### config.mk
export PLATFORM = sky130hd
export DESIGN_NAME = sync_frame_master
export DESIGN_NICKNAME = d
export VERILOG_FILES = /design/src/rtl/sfm_pkg.sv /design/src/rtl/sfm_fifo.sv /design/src/rtl/sfm_bitclk.sv /design/src/rtl/sfm_framer.sv /design/src/rtl/sync_frame_master.sv
export SDC_FILE = /design/constraint.sdc
export NUM_CORES = 1
export LEC_CHECK = 0
export BUFFER_PORTS_ARGS = -buffer_cell sky130_fd_sc_hd__buf_4
export CORE_UTILIZATION = 55
export DETAILED_ROUTE_END_ITERATION = 16
export PLACE_DENSITY = 0.76
export SLEW_MARGIN = 25
export SYNTH_ARGS = -nofsm -noshare
export SYNTH_HDL_FRONTEND = slang
export SYNTH_SLANG_ARGS = --single-unit
### constraint.sdc
create_clock -name clk -period 4.2 [get_ports clk]
set_input_delay 0.42 -clock clk [delete_from_list [all_inputs] [get_ports clk]]
set_output_delay 0.42 -clock clk [all_outputs]
set_load 0.02 [all_outputs]
### src/rtl/sfm_pkg.sv
// Shared constants and configuration type for the frame-sync serial master.
// Assumes at most MAX_WORDS words of at most DATA_W bits fit in MAX_FRAME.
package sfm_pkg;
    localparam int DATA_W    = 16;
    localparam int MAX_WORDS = 4;
    localparam int MAX_FRAME = 64;
    localparam int DIV_W     = 8;
    localparam int FIFO_DEPTH = 4;
    localparam int FRAME_W   = $clog2(MAX_FRAME + 1);
    localparam int POS_W     = $clog2(MAX_FRAME);
    localparam int BIT_W     = $clog2(DATA_W);
    localparam int WORD_W    = $clog2(MAX_WORDS);

    typedef struct packed {
        logic [DIV_W-1:0]   div;
        logic [FRAME_W-1:0] frame_len;   // effective, already clamped
        logic [BIT_W-1:0]   width_m1;
        logic [WORD_W-1:0]  words_m1;
        logic               lsb_first;
        logic               sync_high;
    } cfg_t;

    localparam cfg_t CFG_DEFAULT = '{div: '0, frame_len: FRAME_W'(52),
                                     width_m1: BIT_W'(15), words_m1: WORD_W'(2),
                                     lsb_first: 1'b1, sync_high: 1'b1};
endpackage

### src/rtl/sfm_fifo.sv
// Small synchronous FIFO with a show-ahead output.
// Assumes DEPTH is a power of two of at least 2; push when full and pop when empty are dropped.
module sfm_fifo #(
    parameter int W     = 16,
    parameter int DEPTH = 4
) (
    input  logic         clk,
    input  logic         rst_n,
    input  logic         push,
    input  logic [W-1:0] din,
    input  logic         pop,
    output logic [W-1:0] dout,
    output logic         full,
    output logic         empty
);
    localparam int AW = $clog2(DEPTH);
    localparam int CW = $clog2(DEPTH + 1);

    logic [W-1:0]  mem [DEPTH];
    logic [AW-1:0] wr_ptr, rd_ptr;
    logic [CW-1:0] count;
    logic          do_push, do_pop;

    assign full    = (count == CW'(DEPTH));
    assign empty   = (count == '0);
    assign do_push = push && !full;
    assign do_pop  = pop && !empty;
    assign dout    = mem[rd_ptr];

    // Storage write; contents need no reset.
    always_ff @(posedge clk) begin
        if (do_push) mem[wr_ptr] <= din;
    end

    // Pointer and occupancy bookkeeping.
    always_ff @(posedge clk) begin
        if (!rst_n) begin
            wr_ptr <= '0;
            rd_ptr <= '0;
            count  <= '0;
        end else begin
            if (do_push) wr_ptr <= wr_ptr + 1'b1;
            if (do_pop)  rd_ptr <= rd_ptr + 1'b1;
            count <= count + CW'(do_push) - CW'(do_pop);
        end
    end

    AST_NO_OVERFLOW: assert property (@(posedge clk) disable iff (!rst_n)
        (full && push && !pop) |=> (full && $stable(wr_ptr)));
endmodule

### src/rtl/sfm_bitclk.sv
// Bit-clock generator: toggles sclk every (div+1) system clocks while run is high.
// Emits one-cycle rise/fall strobes on the system clock edge where sclk changes.
// Assumes div is stable while run is high.
module sfm_bitclk #(
    parameter int DW = 8
) (
    input  logic          clk,
    input  logic          rst_n,
    input  logic          run,
    input  logic [DW-1:0] div,
    output logic          sclk,
    output logic          rise_ev,
    output logic          fall_ev
);
    logic [DW-1:0] hcnt;
    logic          tick;

    assign tick    = run && (hcnt == div);
    assign rise_ev = tick && !sclk;
    assign fall_ev = tick && sclk;

    // Half-period counter and clock toggle; parked low when stopped.
    always_ff @(posedge clk) begin
        if (!rst_n || !run) begin
            hcnt <= '0;
            sclk <= 1'b0;
        end else if (tick) begin
            hcnt <= '0;
            sclk <= ~sclk;
        end else begin
            hcnt <= hcnt + 1'b1;
        end
    end
endmodule

### src/rtl/sfm_framer.sv
// Frame sequencer: tracks bit position, word slot and tail, serialises transmit
// words on bit-clock rises and assembles receive words on bit-clock falls.
// Assumes cfg is stable while run is high and frame_len already clamped.
module sfm_framer
    import sfm_pkg::*;
(
    input  logic              clk,
    input  logic              rst_n,
    input  logic              run,
    input  cfg_t              cfg,
    input  logic              clr_flags,
    input  logic              rise_ev,
    input  logic              fall_ev,
    input  logic              sdi,
    input  logic [DATA_W-1:0] tx_head,
    input  logic              tx_empty,
    input  logic              rx_full,
    output logic              tx_pop,
    output logic              rx_push,
    output logic [DATA_W-1:0] rx_word,
    output logic              sdo,
    output logic              fsync,
    output logic              underrun,
    output logic              overrun
);
    logic [POS_W-1:0]  pos_q, pos_n;
    logic [BIT_W-1:0]  bidx_q, bidx_n, tx_sel, rx_sel;
    logic [WORD_W-1:0] widx_q, widx_n;
    logic              tail_q, tail_n, last_pos, slot_start, word_done;
    logic [DATA_W-1:0] tx_word_q, cur_word, rx_acc_q;

    // Next bit position, bit index, word index and tail flag.
    always_comb begin
        last_pos = ({1'b0, pos_q} == cfg.frame_len - FRAME_W'(1));
        pos_n  = pos_q + 1'b1;
        bidx_n = bidx_q;
        widx_n = widx_q;
        tail_n = tail_q;
        if (last_pos) begin
            pos_n  = '0;
            bidx_n = '0;
            widx_n = '0;
            tail_n = 1'b0;
        end else if (!tail_q) begin
            if (bidx_q == cfg.width_m1) begin
                bidx_n = '0;
                if (widx_q == cfg.words_m1) tail_n = 1'b1;
                else                        widx_n = widx_q + 1'b1;
            end else begin
                bidx_n = bidx_q + 1'b1;
            end
        end
    end

    // Transmit word selection and bit pick.
    assign slot_start = !tail_n && (bidx_n == '0);
    assign cur_word   = slot_start ? (tx_empty ? '0 : tx_head) : tx_word_q;
    assign tx_sel     = cfg.lsb_first ? bidx_n : cfg.width_m1 - bidx_n;
    assign tx_pop     = rise_ev && slot_start && !tx_empty;

    // Sequencer state and launched outputs, updated on bit-clock rises.
    always_ff @(posedge clk) begin
        if (!rst_n) begin
            pos_q     <= POS_W'(CFG_DEFAULT.frame_len - FRAME_W'(1));
            bidx_q    <= '0;
            widx_q    <= '0;
            tail_q    <= 1'b1;
            tx_word_q <= '0;
            sdo       <= 1'b0;
            fsync     <= 1'b0;
        end else if (!run) begin
            pos_q  <= POS_W'(cfg.frame_len - FRAME_W'(1));
            bidx_q <= '0;
            widx_q <= '0;
            tail_q <= 1'b1;
            sdo    <= 1'b0;
            fsync  <= !cfg.sync_high;
        end else if (rise_ev) begin
            pos_q     <= pos_n;
            bidx_q    <= bidx_n;
            widx_q    <= widx_n;
            tail_q    <= tail_n;
            tx_word_q <= cur_word;
            sdo       <= tail_n ? 1'b0 : cur_word[tx_sel];
            fsync     <= cfg.sync_high ? (pos_n == '0) : (pos_n != '0);
        end
    end

    // Receive bit placement into the word being assembled.
    assign rx_sel = cfg.lsb_first ? bidx_q : cfg.width_m1 - bidx_q;
    always_comb begin
        rx_word         = (bidx_q == '0) ? '0 : rx_acc_q;
        rx_word[rx_sel] = sdi;
    end
    assign word_done = fall_ev && !tail_q && (bidx_q == cfg.width_m1);
    assign rx_push   = word_done && !rx_full;

    // Receive accumulator, updated on bit-clock falls inside a word slot.
    always_ff @(posedge clk) begin
        if (!rst_n)                   rx_acc_q <= '0;
        else if (fall_ev && !tail_q)  rx_acc_q <= rx_word;
    end

    // Sticky error flags, cleared by an accepted configuration write.
    always_ff @(posedge clk) begin
        if (!rst_n || clr_flags) begin
            underrun <= 1'b0;
            overrun  <= 1'b0;
        end else begin
            if (rise_ev && slot_start && tx_empty) underrun <= 1'b1;
            if (word_done && rx_full)              overrun  <= 1'b1;
        end
    end

    AST_SDO_ON_RISE: assert property (@(posedge clk) disable iff (!rst_n)
        (run && $past(run) && !$stable({sdo, fsync})) |-> $past(rise_ev));
    AST_TAIL_ZERO: assert property (@(posedge clk) disable iff (!rst_n)
        tail_q |-> !sdo);
    AST_UNDERRUN_STICKY: assert property (@(posedge clk) disable iff (!rst_n)
        (underrun && !clr_flags) |=> underrun);
    AST_OVERRUN_STICKY: assert property (@(posedge clk) disable iff (!rst_n)
        (overrun && !clr_flags) |=> overrun);
endmodule

### src/rtl/sync_frame_master.sv
// Top of the frame-sync serial master: configuration capture with clamping,
// bit-clock generator, frame sequencer and the two word FIFOs.
// Assumes configuration is written only while enable is low; other writes are dropped.
module sync_frame_master
    import sfm_pkg::*;
(
    input  logic               clk,
    input  logic               rst_n,
    input  logic               enable,
    input  logic               cfg_wr,
    input  logic [DIV_W-1:0]   cfg_div,
    input  logic [FRAME_W-1:0] cfg_frame_len,
    input  logic [BIT_W-1:0]   cfg_width_m1,
    input  logic [WORD_W-1:0]  cfg_words_m1,
    input  logic               cfg_lsb_first,
    input  logic               cfg_sync_high,
    input  logic               tx_push,
    input  logic [DATA_W-1:0]  tx_data,
    output logic               tx_full,
    input  logic               rx_pop,
    output logic [DATA_W-1:0]  rx_data,
    output logic               rx_empty,
    output logic               sclk,
    output logic               fsync,
    output logic               sdo,
    input  logic               sdi,
    output logic               underrun,
    output logic               overrun
);
    cfg_t               cfg_q, cfg_in;
    logic               cfg_take, rise_ev, fall_ev, tx_pop, tx_empty, rx_push, rx_full;
    logic [FRAME_W-1:0] min_len;
    logic [DATA_W-1:0]  tx_head, rx_word;

    // Clamp the requested frame length between the word payload and the maximum.
    always_comb begin
        min_len = FRAME_W'((FRAME_W'(cfg_width_m1) + FRAME_W'(1)) *
                           (FRAME_W'(cfg_words_m1) + FRAME_W'(1)));
        cfg_in = '{div: cfg_div, frame_len: cfg_frame_len, width_m1: cfg_width_m1,
                   words_m1: cfg_words_m1, lsb_first: cfg_lsb_first,
                   sync_high: cfg_sync_high};
        if (cfg_frame_len < min_len)                    cfg_in.frame_len = min_len;
        else if (cfg_frame_len > FRAME_W'(MAX_FRAME))   cfg_in.frame_len = FRAME_W'(MAX_FRAME);
    end

    assign cfg_take = cfg_wr && !enable;

    // Configuration register, written only while disabled.
    always_ff @(posedge clk) begin
        if (!rst_n)        cfg_q <= CFG_DEFAULT;
        else if (cfg_take) cfg_q <= cfg_in;
    end

    sfm_bitclk #(.DW(DIV_W)) u_bitclk (
        .clk(clk), .rst_n(rst_n), .run(enable), .div(cfg_q.div),
        .sclk(sclk), .rise_ev(rise_ev), .fall_ev(fall_ev)
    );

    sfm_framer u_framer (
        .clk(clk), .rst_n(rst_n), .run(enable), .cfg(cfg_q), .clr_flags(cfg_take),
        .rise_ev(rise_ev), .fall_ev(fall_ev), .sdi(sdi),
        .tx_head(tx_head), .tx_empty(tx_empty), .rx_full(rx_full),
        .tx_pop(tx_pop), .rx_push(rx_push), .rx_word(rx_word),
        .sdo(sdo), .fsync(fsync), .underrun(underrun), .overrun(overrun)
    );

    sfm_fifo #(.W(DATA_W), .DEPTH(FIFO_DEPTH)) u_tx_fifo (
        .clk(clk), .rst_n(rst_n), .push(tx_push), .din(tx_data), .pop(tx_pop),
        .dout(tx_head), .full(tx_full), .empty(tx_empty)
    );

    sfm_fifo #(.W(DATA_W), .DEPTH(FIFO_DEPTH)) u_rx_fifo (
        .clk(clk), .rst_n(rst_n), .push(rx_push), .din(rx_word), .pop(rx_pop),
        .dout(rx_data), .full(rx_full), .empty(rx_empty)
    );

    AST_CFG_FROZEN: assert property (@(posedge clk) disable iff (!rst_n)
        (enable && $past(enable)) |-> $stable(cfg_q));
endmodule

==> results of run 1 <==
power by group:
group	switching, mW	internal [mW]
Combinational	0.632	0.591
Clock	0.870	1.15
Sequential	0.138	2.48
Total	1.64	4.23
layout make-up:
cell class	instances	area (µm²)	area share, %
Tap cell	265	332	2.60
Sequential cell	227	5830	45.8
Timing Repair Buffer	88	673	5.29
Inverter	37	139	1.09
Multi-Input combinational cell	637	5000	39.3
Clock buffer	27	633	4.97
Clock inverter	17	126	0.993
logic make-up (layout without fill, tap and decap cells):
kind of cell / after synthesis / after routing / synth area share (%)
AO/OA/AOI/OAI: 143 / 143 / 9.22
XOR/XNOR: 56 / 56 / 4.39
adder cells (fa/ha/maj): 45 / 45 / 5.58
buffers and inverters: 90 / 169 / 3.20
flip-flops: 227 / 227 / 52.1
multiplexers: 82 / 82 / 11.0
AND/OR/NAND/NOR: 311 / 311 / 14.4
metrics by stage:
stage          setup WS (ns)  std cells  cell area, µm²  util, %  total power, mW
6_report               0.313       1298           12700     64.6             5.87
5_1_grt               0.0320       1298           12700     64.6             6.15
4_1_cts                0.304       1298           12700     64.5             5.93
3_5_place_dp          0.0732       1254           12000     60.7             3.90
3_3_place_gp           0.147       1254           12000     60.7             3.86
2_1_floorplan          0.243        954           11200        -             3.52
flip-flops by register name, summed over array words and instances (netlist names), 3 cells and up, named ones only:
signal and count:
cfg_q 23, u_bitclk.hcnt 8, u_framer.bidx_q 4, u_framer.pos_q 6
u_framer.rx_acc_q 16, u_framer.tx_word_q 16, u_rx_fifo.count 3, u_rx_fifo.mem 64
u_tx_fifo.count 3, u_tx_fifo.mem 64
synth_stat cells, types with 22 or more instances:
cell      instances
xor2_1           24
o21ai_0          22
nor2_1           30
nor2b_1          32
edfxtp_1        128
nand3_1          36
mux2i_1          41
and2_1           38
mux4_2           32
inv_1            36
clkbuf_1         44
ha_1             37
dfxtp_1          99
xnor2_1          32
nand2_1         108
what timing repair did:
action                     in CTS  in global routing
hold buffers                    0                  0
gates resized for setup         0                  2
setup endpoints to repair       0                  1
final timing paths:
kind                                              to  slack, ns  cells after the start
hold / removal         u_tx_fifo.mem[1][9]$_DFFE_PP_       0.11                      1
setup reg to reg       u_tx_fifo.count[2]$_SDFF_PN0_       0.31                     13
setup / recovery       u_tx_fifo.count[2]$_SDFF_PN0_       0.31                     13
hold reg to reg   u_framer.tx_word_q[1]$_SDFFE_PN0P_       0.45                      2
metal layers:
layer	share of wire, %	global-route usage [%]
met5	0	0
met4	2.5	6.59
met3	4.1	3.28
met2	50	39.9
met1	44	28.6
layout by cell type (no fill, tap or decap), types with 10 or more instances in the layout:
master and n:
nor2b_1 31, xor2_1 24, a21oi_1 20, dfxtp_1 97, clkbuf_16 25, nand2_1 108
edfxtp_1 128, nand3_1 36, ha_1 37, buf_4 87, nand2b_1 12, mux4_2 32
and3_1 11, o21ai_0 22, nor2_1 30, inv_1 36, a21boi_1 15, mux2i_1 41
nor3_1 10, and2_1 38, xnor2_1 32
==> impl_metrics.yaml, run 1 <==
run_status:
  status: "complete, no violations"
power:
  ir_drop_v: 0.000364
  p_leak_nw: 4.66
  p_per_area_mw_per_mm2: 461
clock_tree:
  h-tree-depth: 1
  cts_setup_buffers: 0
  cts_root_buffer: "clkbuf_16"
  clkTransAtPathRegs_ns: 0.06
  cts_buffers: 24
  cts.sinks: 227
  cts_tree: "built"
  cts_max_path_buffers: 3
  clk_latency_ns: 0.51
yosys:
  synth_nets: 1045
  synth_top_area_cell: "edfxtp_1"
  synth_cells: 954
  synth_area_leaders: "edfxtp_1, dfxtp_1, mux4_2, ha_1, mux2i_1"
  synth_area_mm2: 0.0112
  yosysSeqAreaShare_pct: 52.1
  synthDistinctLibCells: 72
  ys_ff_latch: 227
  synth_top_area_share_pct: 34.4
  ys.flop_type: "edfxtp_1"
  synth_edf_count: 128
  synth_area_per_cell_um2: 11.7
  yosysWarnings: 0
  async_reset_ff_share_pct: 0
critical_path:
  cp_slowest_cell: "o31ai_1"
  cp_cell_sequence: "inv_2, ha_1, or4_1, o31ai_1, nor2_8, nor4b_4, ha_1, inv_1, ha_1, fa_1, xnor2_1, xnor2_1, and2_1"
  cp.required_ns: 4.60
  worst-path-max-fanout: 9
  path_class: "flip-flop to flip-flop"
  cp.arrival_ns: 4.29
  startpoint: "u_framer.bidx_q[0]$_SDFFE_PN0P_"
  cp-start-kind: "flip-flop"
  crit_top_cell: "ha_1"
  crit_family: "simple AND/OR/NAND/NOR gates"
  end_kind: "flip-flop"
  critPathBufInv: 2
  r2r_start: "u_framer.bidx_q[0]$_SDFFE_PN0P_"
  max_stage_delay_ns: 0.71
floorplan:
  io_pins: 69
  dieWidth_um: 145
  fp.dieH_um: 145
  die_area_mm2: 0.0209
  core_area_mm2: 0.0197
  start_util_pct: 56.7
  placementRows: 51
routing:
  drt.antenna.violating_nets: 0
  drt_wl_total_um: 21800
  first_pass_iters: 5
  drt-initial-drc-count: 363
  drcViolationCount: 0
  via_count: 7256
  viasPerCell: 5.59
  post_drt_wl_per_cell_um: 16.8
timing:
  slew_headroom_pct: 33.1
  setup_viol: 0
  hold_ws_ns: 0.110
  min_period_ns: 3.89
  tightest_slew_ns: 1.00
  fmax_mhz: 257
  rsz0062_at_grt: "no"
  finClkSkew_ns: 0.00813
  tns_ns: 0
  period_share_pct: 92.5
  report.final.slew_viol_count: 0
  hold_viol_final: 0
layout:
  drive_gt1_share_pct: 17.8
  syn_to_final_growth_pct: 13.9
  nets: 1106
  antenna_cells: 0
  fillers: 1456
global_route:
  grt_pass1_vias: 7485
  grt_max_degree: 86
  grt_pass1_wl_um: 37000
  antenna_found_initial: 0
  grtUsageTotal_pct: 22.6
  gr-total-overflow: 0
hold_path:
  hold_start: "tx_data[9]"
  hp-class: "primary input to flip-flop"
placement:
  dp_hpwl_um: 14800
  gp_congestion: 0.887
  io_buffers: 68
flow_run:
  cap_violations: 0
Power figures use the tool's default switching activity.
==> inputs of run 2 (changes only) <==
ABC_CLOCK_PERIOD_IN_PS = 3150   (was default)
REMOVE_ABC_BUFFERS = 1   (was default)
clock period = 3.15 ns   (was 4.2 ns; I/O delays follow)
==> run 2 against run 1 <==
  * The run now ends with setup timing left
  * Largest cell class unchanged
  * Die area did not move
  * Critical path type unchanged
  * Largest power group unchanged
  * Critical path depth increased by 5
  * Combinational power up 61%
  * Highest routed layer unchanged
==> impl_metrics.yaml, run 2 (synthesized netlist as in run 1, its figures left out) <==
run_status:
  status: "finished, violations left"
  violations: "setup timing"
global_route:
  gr-total-overflow: 0
  use_met1_pct: 29.2
  grt_pass1_vias: 7636
  met3_usage_pct: 3.44
  grtUsageTotal_pct: 22.9
  antenna_found_initial: 0
  grt.busiest_layer: "met2"
  grt_max_degree: 55
  use_met2_pct: 40.0
  grt_pass1_wl_um: 37600
clock_tree:
  cts.sinks: 227
  cts_root_buffer: "clkbuf_16"
  cts_buffers: 23
  h-tree-depth: 1
  cts_tree: "built"
  cts_max_path_buffers: 3
  clkTransAtPathRegs_ns: 0.06
  clk_latency_ns: 0.50
power:
  power.switching_mw: 2.19
  power_frac_comb_pct: 24.3
  p_seq_share_pct: 42.3
  p_leak_nw: 5.32
  p_per_area_mw_per_mm2: 581
  ir_drop_v: 0.000621
  p_clk_share_pct: 33.5
  p_int_mw: 5.89
  swShare_pct: 27.1
critical_path:
  cp_cell_sequence: "inv_2, ha_4, xor2_1, nand2_1, a2111oi_4, and3_4, nor3_4, ha_4, nor2_4, a311oi_4, buf_4, buf_4, mux2_2, nor3_1, a211o_1, o211ai_1, o211ai_1, nand3_1"
  max_stage_delay_ns: 0.40
  path_depth: 18
  critPathBufInv: 3
  r2r_cells: 18
  crit_family: "compound AO/OA/AOI/OAI gates"
  cp.required_ns: 3.53
  worst-path-max-fanout: 2
  end_kind: "flip-flop"
  startpoint: "cfg_q[9]$_SDFFE_PN0P_"
  path_class: "flip-flop to flip-flop"
  cp-start-kind: "flip-flop"
  cp_slowest_cell: "a2111oi_4"
  cp.arrival_ns: 3.87
  r2r_start: "cfg_q[9]$_SDFFE_PN0P_"
routing:
  drcViolationCount: 0
  first_pass_iters: 4
  drt-initial-drc-count: 451
  viasPerCell: 5.61
  via_count: 7862
  drt_wl_total_um: 23600
  post_drt_wl_per_cell_um: 16.8
  drt.antenna.violating_nets: 0
floorplan:
  fp.dieH_um: 145
  core_area_mm2: 0.0197
  start_util_pct: 56.7
  placementRows: 51
  io_pins: 69
  dieWidth_um: 145
  die_area_mm2: 0.0209
placement:
  pre_cts_ws_ns: -0.710
  gp_congestion: 0.828
  placed_area_mm2: 0.0126
  dp_hpwl_um: 15800
  io_buffers: 68
timing:
  setup_viol: 7
  hold_ws_ns: 0.0157
  report.final.slew_viol_count: 0
  tightest_slew_ns: 0.832
  hold_viol_final: 0
  slew_headroom_pct: 44.3
  fmax_mhz: 286
  period_share_pct: 111
  tns_ns: -1.13
  min_period_ns: 3.49
  rsz0062_at_grt: "yes"
  fin_ws_ns: -0.342
  finClkSkew_ns: 0.00883
layout:
  layout_common_cells: "buf_4, edfxtp_1, nand2_1"
  layout.cells.most_common: "buf_4"
  nets: 1212
  drive_gt1_share_pct: 29.1
  stdcell_area_mm2: 0.0139
  antenna_cells: 0
  syn_to_final_growth_pct: 24.5
  top_regs: "u_rx_fifo.mem: 64 flops, u_tx_fifo.mem: 64 flops, cfg_q: 23 flops"
  fillers: 1341
hold_path:
  hold_depth: 1
  hp-class: "primary input to flip-flop"
  hold_start: "tx_data[14]"
flow_run:
  cap_violations: 0
run 2: cell types whose count changed in the layout (fill, tap and decap cells not counted), moves of 4 or more:
cell and change:
xnor2_2 +4, buf_4 +92, xnor2_1 -5, ha_4 +5
xor2_2 +4, ha_1 -8, xor2_1 -4, buf_6 +10
clkinvlp_4 -4
run 2: cell type report:
class	count	area [µm²]	area share, %
clock buffers	29	608	4.37
flip-flops and latches	227	5830	41.9
clock inverters	12	144	1.03
multi-input cells	637	5320	38.2
repair buffers	195	1540	11.0
well taps	265	332	2.38
inverters	37	139	0.998
run 2: through the flow:
stage / util [%] / total power [mW] / std cells
6_report: 70.6 / 8.09 / 1402
5_1_grt: 70.6 / 8.47 / 1402
4_1_cts: 69.4 / 8.06 / 1391
3_5_place_dp: 63.8 / 5.25 / 1336
3_3_place_gp: 63.8 / 5.21 / 1336
2_1_floorplan: - / 4.61 / 901
run 2: power by group through the flow:
stage | sequential [mW] | clock, mW | combinational, mW
3_3_place_gp | 3.47 | 0 | 1.74
5_1_grt | 3.44 | 2.87 | 2.16
6_report | 3.42 | 2.71 | 1.96
4_1_cts | 3.42 | 2.76 | 1.88
3_5_place_dp | 3.48 | 0 | 1.78
2_1_floorplan | 3.51 | 0 | 1.11
run 2: layer usage:
metal	share of wire, %	vias up
li1	-	3787
met1	43	3838
met2	50	186
met3	4.1	51
met4	3.0	0
met5	0	-
run 2: path summary, 6_finish.rpt:
check	to	slack, ns
min	u_tx_fifo.mem[2][14]$_DFFE_PP_	0.02
max reg2reg	u_framer.sdo$_SDFFE_PN0P_	-0.34
min reg2reg	u_framer.tx_word_q[11]$_SDFFE_PN0P_	0.45
max	u_framer.sdo$_SDFFE_PN0P_	-0.34
run 2: worst reg2reg max path: stages, from the launching register on:
cell and delay, ns:
dfxtp_2 0.34, inv_2 0.05, ha_4 0.26, xor2_1 0.14, nand2_1 0.11, a2111oi_4 0.40, and3_4 0.26, nor3_4 0.05
ha_4 0.30, nor2_4 0.05, a311oi_4 0.28, buf_4 0.17, buf_4 0.09, mux2_2 0.32, nor3_1 0.14, a211o_1 0.14
o211ai_1 0.09, o211ai_1 0.10, nand3_1 0.09
run 2: repair_timing:
action | CTS | global route
pin swaps | 27 | 37
gates cloned | 1 | 0
setup buffers | 14 | 10
hold buffers | 0 | 3
gates resized for setup | 51 | 32
endpoints found under the setup margin | 10 | 10
hold endpoints to repair | 0 | 10
